$ cat config.mk
export PLATFORM = sky130hd
export DESIGN_NAME = rng_health_ctrl
export DESIGN_NICKNAME = d
export VERILOG_FILES = /design/src/rtl/rng_hc_pkg.sv /design/src/rtl/rng_run_det.sv /design/src/rtl/rng_word_cap.sv /design/src/rtl/rng_hc_regs.sv /design/src/rtl/rng_health_ctrl.sv
export SDC_FILE = /design/constraint.sdc
export NUM_CORES = 1
export LEC_CHECK = 0
export ABC_CLOCK_PERIOD_IN_PS = 2400
export CAP_MARGIN = 20
export CORE_ASPECT_RATIO = 0.5
export CORE_MARGIN = 2
export CORE_UTILIZATION = 40
export CTS_CLUSTER_DIAMETER = 40
export DETAILED_ROUTE_END_ITERATION = 12
export GPL_ROUTABILITY_DRIVEN = 0
export MAX_ROUTING_LAYER = met4
export PLACE_DENSITY = 0.79
export REMOVE_ABC_BUFFERS = 1
export SYNTH_ARGS = -nofsm -noshare
export SYNTH_HDL_FRONTEND = slang
export SYNTH_SLANG_ARGS = --single-unit
$ cat constraint.sdc
create_clock -name clk -period 2.4 [get_ports clk]
set_clock_uncertainty 0.2 [all_clocks]
set_input_delay 0.6 -clock clk [delete_from_list [all_inputs] [get_ports clk]]
set_output_delay 0.6 -clock clk [all_outputs]
set_load 0.1 [all_outputs]
$ cat src/rtl/rng_hc_pkg.sv
package rng_hc_pkg;
  // register byte offsets
  localparam int unsigned OFS_DATA   = 'h00;
  localparam int unsigned OFS_STATUS = 'h10;
  localparam int unsigned OFS_CTRL   = 'h14;

  // status bit positions (software decodes these)
  localparam int unsigned ST_MONO   = 7;
  localparam int unsigned ST_POKER  = 6;
  localparam int unsigned ST_LONG   = 5;
  localparam int unsigned ST_RUNS   = 4;
  localparam int unsigned ST_NOISE  = 3;
  localparam int unsigned ST_STUCK  = 2;
  localparam int unsigned ST_SHUT   = 1;
  localparam int unsigned ST_READY  = 0;
  localparam int unsigned ST_W      = 8;

  localparam int unsigned CTRL_EN   = 10;

  typedef logic [ST_W-1:0] status_t;
endpackage

$ cat src/rtl/rng_run_det.sv
module rng_run_det #(
  parameter int unsigned THRESH = 34,
  localparam int unsigned CW = $clog2(THRESH + 1)
) (
  input  logic clk,
  input  logic rst_n,
  input  logic clr,
  input  logic bit_vld,
  input  logic bit_in,
  output logic hit
);
  logic [CW-1:0] cnt_q;
  logic          last_q;
  logic          same;

  assign same = (cnt_q != '0) && (bit_in == last_q);
  assign hit  = bit_vld && !clr && same && (cnt_q == CW'(THRESH - 1));

  always_ff @(posedge clk or negedge rst_n) begin
    if (!rst_n) begin
      cnt_q  <= '0;
      last_q <= 1'b0;
    end else if (clr) begin
      cnt_q  <= '0;
    end else if (bit_vld) begin
      last_q <= bit_in;
      if (!same)
        cnt_q <= CW'(1);
      else if (cnt_q != CW'(THRESH))
        cnt_q <= cnt_q + CW'(1);
    end
  end


  cnt_bound_chk: assert property (@(posedge clk) disable iff (!rst_n)
    cnt_q <= CW'(THRESH));

  hit_once_chk: assert property (@(posedge clk) disable iff (!rst_n)
    hit |=> !hit);
endmodule

$ cat src/rtl/rng_word_cap.sv
module rng_word_cap #(
  parameter int unsigned DATA_W = 32
) (
  input  logic              clk,
  input  logic              rst_n,
  input  logic              clr,
  input  logic              accept,
  input  logic [DATA_W-1:0] word_in,
  output logic [DATA_W-1:0] data_q,
  output logic              stuck
);
  logic have_prev_q;

  assign stuck = accept && have_prev_q && (word_in == data_q);

  always_ff @(posedge clk or negedge rst_n) begin
    if (!rst_n) begin
      data_q      <= '0;
      have_prev_q <= 1'b0;
    end else begin
      if (accept)
        data_q <= word_in;
      if (clr)
        have_prev_q <= 1'b0;
      else if (accept)
        have_prev_q <= 1'b1;
    end
  end


  word_capture_chk: assert property (@(posedge clk) disable iff (!rst_n)
    accept |=> data_q == $past(word_in));
endmodule

$ cat src/rtl/rng_hc_regs.sv
module rng_hc_regs
  import rng_hc_pkg::*;
#(
  parameter int unsigned ADDR_W = 8,
  parameter int unsigned DATA_W = 32
) (
  input  logic              clk,
  input  logic              rst_n,
  input  logic              wr,
  input  logic [ADDR_W-1:0] addr,
  input  logic [DATA_W-1:0] wdata,
  input  status_t           set_evt,
  input  logic [DATA_W-1:0] data_word,
  output logic [DATA_W-1:0] rdata,
  output status_t           status,
  output logic              en,
  output logic              irq
);
  logic [ST_W-1:1] mask_q;
  logic            wr_sts, wr_ctl;
  status_t         clr_bits;
  logic            unused_wbits;

  assign wr_sts   = wr && (addr == ADDR_W'(OFS_STATUS));
  assign wr_ctl   = wr && (addr == ADDR_W'(OFS_CTRL));
  assign clr_bits = wr_sts ? wdata[ST_W-1:0] : '0;
  assign unused_wbits = ^{wdata[DATA_W-1:CTRL_EN+1], wdata[CTRL_EN-1:ST_W]};

  always_ff @(posedge clk or negedge rst_n) begin
    if (!rst_n) begin
      status <= '0;
      mask_q <= '0;
      en     <= 1'b0;
    end else begin
      status <= (status & ~clr_bits) | set_evt;
      if (wr_ctl) begin
        en     <= wdata[CTRL_EN];
        mask_q <= wdata[ST_W-1:1];
      end
    end
  end

  assign irq = |(status[ST_W-1:1] & mask_q);

  always_comb begin
    rdata = '0;
    if (addr == ADDR_W'(OFS_DATA))
      rdata = data_word;
    else if (addr == ADDR_W'(OFS_STATUS))
      rdata[ST_W-1:0] = status;
    else if (addr == ADDR_W'(OFS_CTRL)) begin
      rdata[CTRL_EN]  = en;
      rdata[ST_W-1:1] = mask_q;
    end
  end


  ready_clear_chk: assert property (@(posedge clk) disable iff (!rst_n)
    (wr_sts && wdata[ST_READY] && !set_evt[ST_READY]) |=> !status[ST_READY]);

  set_needs_en_chk: assert property (@(posedge clk) disable iff (!rst_n)
    (|(status & ~$past(status))) |-> $past(en));
endmodule

$ cat src/rtl/rng_health_ctrl.sv
module rng_health_ctrl
  import rng_hc_pkg::*;
#(
  parameter int unsigned ADDR_W        = 8,
  parameter int unsigned DATA_W        = 32,
  parameter int unsigned LONG_RUN_LEN  = 34,
  parameter int unsigned NOISE_RUN_LEN = 48
) (
  input  logic              clk,
  input  logic              rst_n,
  input  logic              reg_wr,
  input  logic [ADDR_W-1:0] reg_addr,
  input  logic [DATA_W-1:0] reg_wdata,
  output logic [DATA_W-1:0] reg_rdata,
  input  logic              raw_valid,
  input  logic              raw_bit,
  input  logic              word_valid,
  input  logic [DATA_W-1:0] word_data,
  output logic              word_ready,
  input  logic              win_mono_fail,
  input  logic              win_poker_fail,
  input  logic              win_runs_fail,
  input  logic              osc_shutdown,
  output logic              irq
);
  localparam int unsigned N_DET = 2;
  localparam int unsigned DET_THR [N_DET] = '{LONG_RUN_LEN, NOISE_RUN_LEN};

  logic              en;
  status_t           status, set_evt;
  logic [N_DET-1:0]  run_hit;
  logic              accept, stuck;
  logic [DATA_W-1:0] data_q;

  assign word_ready = en && !status[ST_READY];
  assign accept     = word_valid && word_ready;

  for (genvar i = 0; i < N_DET; i++) begin : g_run
    rng_run_det #(.THRESH(DET_THR[i])) u_det (
      .clk    (clk),
      .rst_n  (rst_n),
      .clr    (!en),
      .bit_vld(raw_valid),
      .bit_in (raw_bit),
      .hit    (run_hit[i])
    );
  end

  rng_word_cap #(.DATA_W(DATA_W)) u_cap (
    .clk    (clk),
    .rst_n  (rst_n),
    .clr    (!en),
    .accept (accept),
    .word_in(word_data),
    .data_q (data_q),
    .stuck  (stuck)
  );

  always_comb begin
    set_evt = '0;
    if (en) begin
      set_evt[ST_MONO]  = win_mono_fail;
      set_evt[ST_POKER] = win_poker_fail;
      set_evt[ST_LONG]  = run_hit[0];
      set_evt[ST_RUNS]  = win_runs_fail;
      set_evt[ST_NOISE] = run_hit[1];
      set_evt[ST_STUCK] = stuck;
      set_evt[ST_SHUT]  = osc_shutdown;
      set_evt[ST_READY] = accept;
    end
  end

  rng_hc_regs #(.ADDR_W(ADDR_W), .DATA_W(DATA_W)) u_regs (
    .clk      (clk),
    .rst_n    (rst_n),
    .wr       (reg_wr),
    .addr     (reg_addr),
    .wdata    (reg_wdata),
    .set_evt  (set_evt),
    .data_word(data_q),
    .rdata    (reg_rdata),
    .status   (status),
    .en       (en),
    .irq      (irq)
  );


  accept_sets_ready_chk: assert property (@(posedge clk) disable iff (!rst_n)
    (word_valid && word_ready) |=> status[ST_READY] && !word_ready);

  idle_ready_low_chk: assert property (@(posedge clk) disable iff (!rst_n)
    (!en && !reg_wr) |=> !word_ready);
endmodule

=== Word-level counts from Yosys, hierarchy flattened ===
Cells that the tools add are included.

* Bits in registers: 62
* Input bits: 82
* Word-level logic and storage cells: 68

* Equal/unequal tests: 12
* Mux-type cells: 21
* Bitwise gates (word level): 4
* Reductions and logical operators: 21
* Add/subtract/negate cells: 2

{| class="wikitable"
|+ Operator list
! cell !! number
|-
| two-way mux 6 bit || 8
|-
| == test 32 bit || 1
|-
| two-way mux 8 bit || 3
|-
| two-way mux 21 bit || 1
|-
| == test 8 x 5 -> 1 bit (second input constant) || 2
|-
| two-way mux 7 bit || 2
|-
| logical AND 1 bit || 13
|-
| adder 6 x 1 -> 6 bit (second input constant) || 2
|-
| == test 6 bit (second input constant) || 2
|-
| inequality test 6 bit (second input constant) || 2
|-
| nonzero test 6 bit || 2
|-
| AND 8 bit || 1
|-
| logical NOT 8 bit || 1
|-
| NOT 8 bit || 1
|-
| bitwise OR 8 bit || 1
|-
| AND 7 bit || 1
|-
| OR reduction 7 bit || 1
|-
| two-way mux 1 bit || 6
|-
| inequality test 3 bit (second input constant) || 2
|-
| AND reduction 2 bit || 3
|-
| inequality test 2 bit (second input constant) || 2
|-
| two-way mux 2 bit || 1
|-
| == test 1 bit || 1
|-
| logical NOT 1 bit || 1
|}

=== Longest topological paths before layout ===
* Depth after elaboration: 7
* Gate-level depth with buffers: 6
* Gate-level depth less buffers: 6

=== Hierarchy ===
Synthesis repeated with hierarchy kept, for this count alone.

* Cells, all modules: 332
* Area, all modules: 3,709.8 µm²

{| class="wikitable"
|+ Modules (own cells, without submodules)
! module !! area an instance (µm²) !! cells each !! times used !! sequential area each (µm²)
|-
| rng_word_cap || 1,577.8 || 115 || 1 || 825.8
|-
| rng_hc_regs || 1,103.6 || 106 || 1 || 400.4
|-
| rng_run_det (g_run[0].u_det) || 500.5 || 53 || 1 || 175.2
|-
| rng_run_det (g_run[1].u_det) || 436.7 || 46 || 1 || 175.2
|-
| rng_health_ctrl || 91.3 || 12 || 1 || 0.0
|}

=== Worst setup path before layout ===
OpenSTA, ideal clock, no wires.

* Path type: input to output
* From: input reg_addr[1]
* To: output reg_rdata[0]
* Setup slack: -1.628 ns
* Stages: 4
* Data arrival time: 3.228 ns
* Path buffers: 1
* Cells stage by stage: nor4_1 -> nand2_1 -> buf_2 -> nor3_1

* Word-level cells in the longest chain between the ends: 3
* Elaborated cells on any way between the ends: 4

{| class="wikitable"
|+ RTL lines
! element !! RTL line !! text
|-
| start, declared || rng_health_ctrl.sv:12 || <nowiki>input logic [ADDR_W-1:0] reg_addr,</nowiki>
|-
| == test 8 x 5 -> 1 bit || rng_hc_regs.sv:49 || <nowiki>else if (addr == ADDR_W'(OFS_STATUS))</nowiki>
|-
| two-way mux 1 bit || rng_hc_regs.sv:49 ||
|-
| two-way mux 8 bit * || rng_hc_regs.sv:47 || <nowiki>if (addr == ADDR_W'(OFS_DATA))</nowiki>
|-
| end, declared || rng_health_ctrl.sv:14 || <nowiki>output logic [DATA_W-1:0] reg_rdata,</nowiki>
|}

Mark *: on every way between the ends. The rest lies on a longest branch, timed or not.

=== Final worst setup path ===
Ends and elaborated chain as after synthesis.

==> qor.yml <==
hold_path.class: "in -> async"
cts_buffer_depth: 2
multiInputGateArea_mm2: 0.00201
period_minus_slack_ps: 2700
crit_path_end_kind: "output port"
dominantRegCellSynth: "dfrtp_1"
io_pins: 116
antenna_found_initial: 0
leakage_uw: 0.00241
clock.fmax_mhz: 370
ys_seq_area_share_pct: 44.5
synth_top_area_share_pct: 44.5
grt_overflow: 0
vias: 3011
netlist_instances: 319
worstSetupStartpointType: "input port"
report.final.slew_viol_count: 0
hold_viol: 0
core_area_mm2: 0.00859
dp_hpwl_um: 6430
drt-total-wl_um: 10100
layout-drive-gt1-share_pct: 38.7
fin_ws_ps: -304
numCtsBuffers: 9
clkLatencyLatePin_ps: 330
initial_core_util_pct: 40.6
r2r-end: "g_run[1].u_det.cnt_q[3]"
die_width_um: 136
fin_util_pct: 64.9
rsz0062_at_grt: "true"
setup_viol: 32
seq_area_mm2: 0.00155
area_growth_pct: 59.9
synth_cell_type_count: 47
synth_area_per_cell_um2: 10.9
ff2ff_path_depth: 6
drt_pass1_iterations: 4
synth_warnings: 0
die_area_mm2: 0.00953
setup_tns_ps: -7630
detail_route.iter0.violations: 199
total_power_uw: 3650
r2r_slack_ps: 240
crit_arrival_ps: 1900
grt_pass1_vias: 3013
tightestPinTransition_ps: 522
fp-row-count: 24
synth_area_mm2: 0.00349
antenna_left: 0
final_cell_mix: "62 x dfrtp_1, 49 x clkdlybuf4s50_1, 48 x mux2_2"
grt_max_degree: 34
fp.dieH_um: 70.0
slew-limit-headroom_pct: 65.2
crit_fanout: 10
status: "finished, violations left"
fin_nets: 522
wl_per_cell_um: 18.1
insertedDiodeCount: 0
clk_pin_slew_ps: 50
violations: "negative setup slack"
synth_edf_count: 0
port_buffers: 92
synthTopCellsByArea: "dfrtp_1 44%, mux2_2 15%, xnor2_1 6.5%"
layout_commonest_cell: "dfrtp_1"
cts.root.buffer_cell: "clkbuf_16"
grt_pass1_wl_um: 16000
hold_buffers: 0
synth_seq_cells: 62
synthArstFlopShare_pct: 100
yosysTopAreaCell: "dfrtp_1"
power.density_mw_per_mm2: 655
viasPerCell: 5.42
critPathKind: "in -> out"
cts_tree: "built"
finalCritPeriodShare_pct: 113
fillers: 617
drc: 0
cts_sinks: 62
r2r_start: "g_run[1].u_det.cnt_q[0]"
grt_use_total_pct: 22.5
required_ps: 1600
cap_violations: 0
htreeDepth: 3
ir_drop_v: 0.000391
cells in the mapped netlist, types with 3 or more instances:
master and n:
clkbuf_1 6, buf_1 5, and2_1 25, nor3_1 4
a22o_1 5, a21oi_1 6, dfrtp_1 62, mux2_2 48
a22oi_1 10, inv_1 9, nor2_1 11, o21ai_0 5
ha_1 6, xor2_1 10, nand3_1 9, nor4_1 3
xnor2_1 26, mux2i_1 4, nand4_1 8, nand2_1 20
layout make-up:
class                      instances  share of cell area [%]
clock buffer                      13                    4.85
clock inverter                     3                    1.17
inverter                           9                   0.606
multi-input combinational        235                    36.0
sequential                        62                    27.8
tap                              117                    2.62
timing repair buffer             117                    27.0
logic make-up after synthesis:
logic type | count (synthesis) | share of synthesized area (%)
AND/OR/NAND/NOR | 92 | 14.3
AO/OA/AOI/OAI | 49 | 11.0
buffers and inverters | 22 | 2.44
multiplexers | 52 | 16.6
adder cells (fa/ha/maj) | 6 | 2.15
flip-flops | 62 | 44.5
XOR/XNOR | 36 | 9.04
state kept, by name, indices dropped and copies added, names as in the netlist:
| name | count |
|---|---|
| u_cap.have_prev_q | 1 |
| u_regs.status | 8 |
| g_run.u_det.cnt_q | 12 |
| u_regs.mask_q | 7 |
| g_run.u_det.last_q | 1 |
| u_regs.en | 1 |
| u_cap.data_q | 32 |
per-layer routing:
metal / vias up / GRT usage [%] / routed length (um)
li1: 1382 / - / -
met1: 1529 / 28.0 / 4250
met2: 77 / 36.7 / 5150
met3: 23 / 4.43 / 391
met4: 0 / 8.10 / 265
met5: - / - / 0
worst max path at each step:
stage                 from            end  slack (ps)  cells past startpoint
2_1_floorplan  reg_addr[1]   reg_rdata[0]       -1650                      3
3_5_place_dp   reg_addr[1]  reg_rdata[20]        -620                      7
4_1_cts        reg_addr[6]  reg_rdata[20]        -290                      8
5_1_grt        reg_addr[1]  reg_rdata[20]        -390                      8
6_report       reg_addr[1]   reg_rdata[0]        -300                      7
3_3_place_gp   reg_addr[1]  reg_rdata[20]        -620                      7
power by group:
part           internal (uW)  switching (uW)
clock                    993             469
sequential              1250             204
combinational            440             301
total                   2680             974
repair_timing:
action	in CTS	in global routing
cloned	3	0
buffers inserted	3	1
pin swaps	7	3
resized for setup	78	5
setup endpoints to repair	40	32
critical path, stage by stage:
cell and delay, ps:
buf_6 100, nor4_4 290, nand2_2 140, buf_4 230, nor3_2 220, buf_4 160, buf_12 160
metrics by stage:
stage | area, um2 | hold slack (ps) | setup slack (ps) | instances
after floorplan | 3440 | 104 | -1650 | 306
after global placement | 5000 | 259 | -619 | 533
after detailed placement | 5000 | 263 | -622 | 533
after CTS | 5560 | 48.0 | -289 | 555
after global routing | 5580 | 65.6 | -388 | 556
final | 5580 | 44.8 | -304 | 556
(Power assumes the default switching activity.)
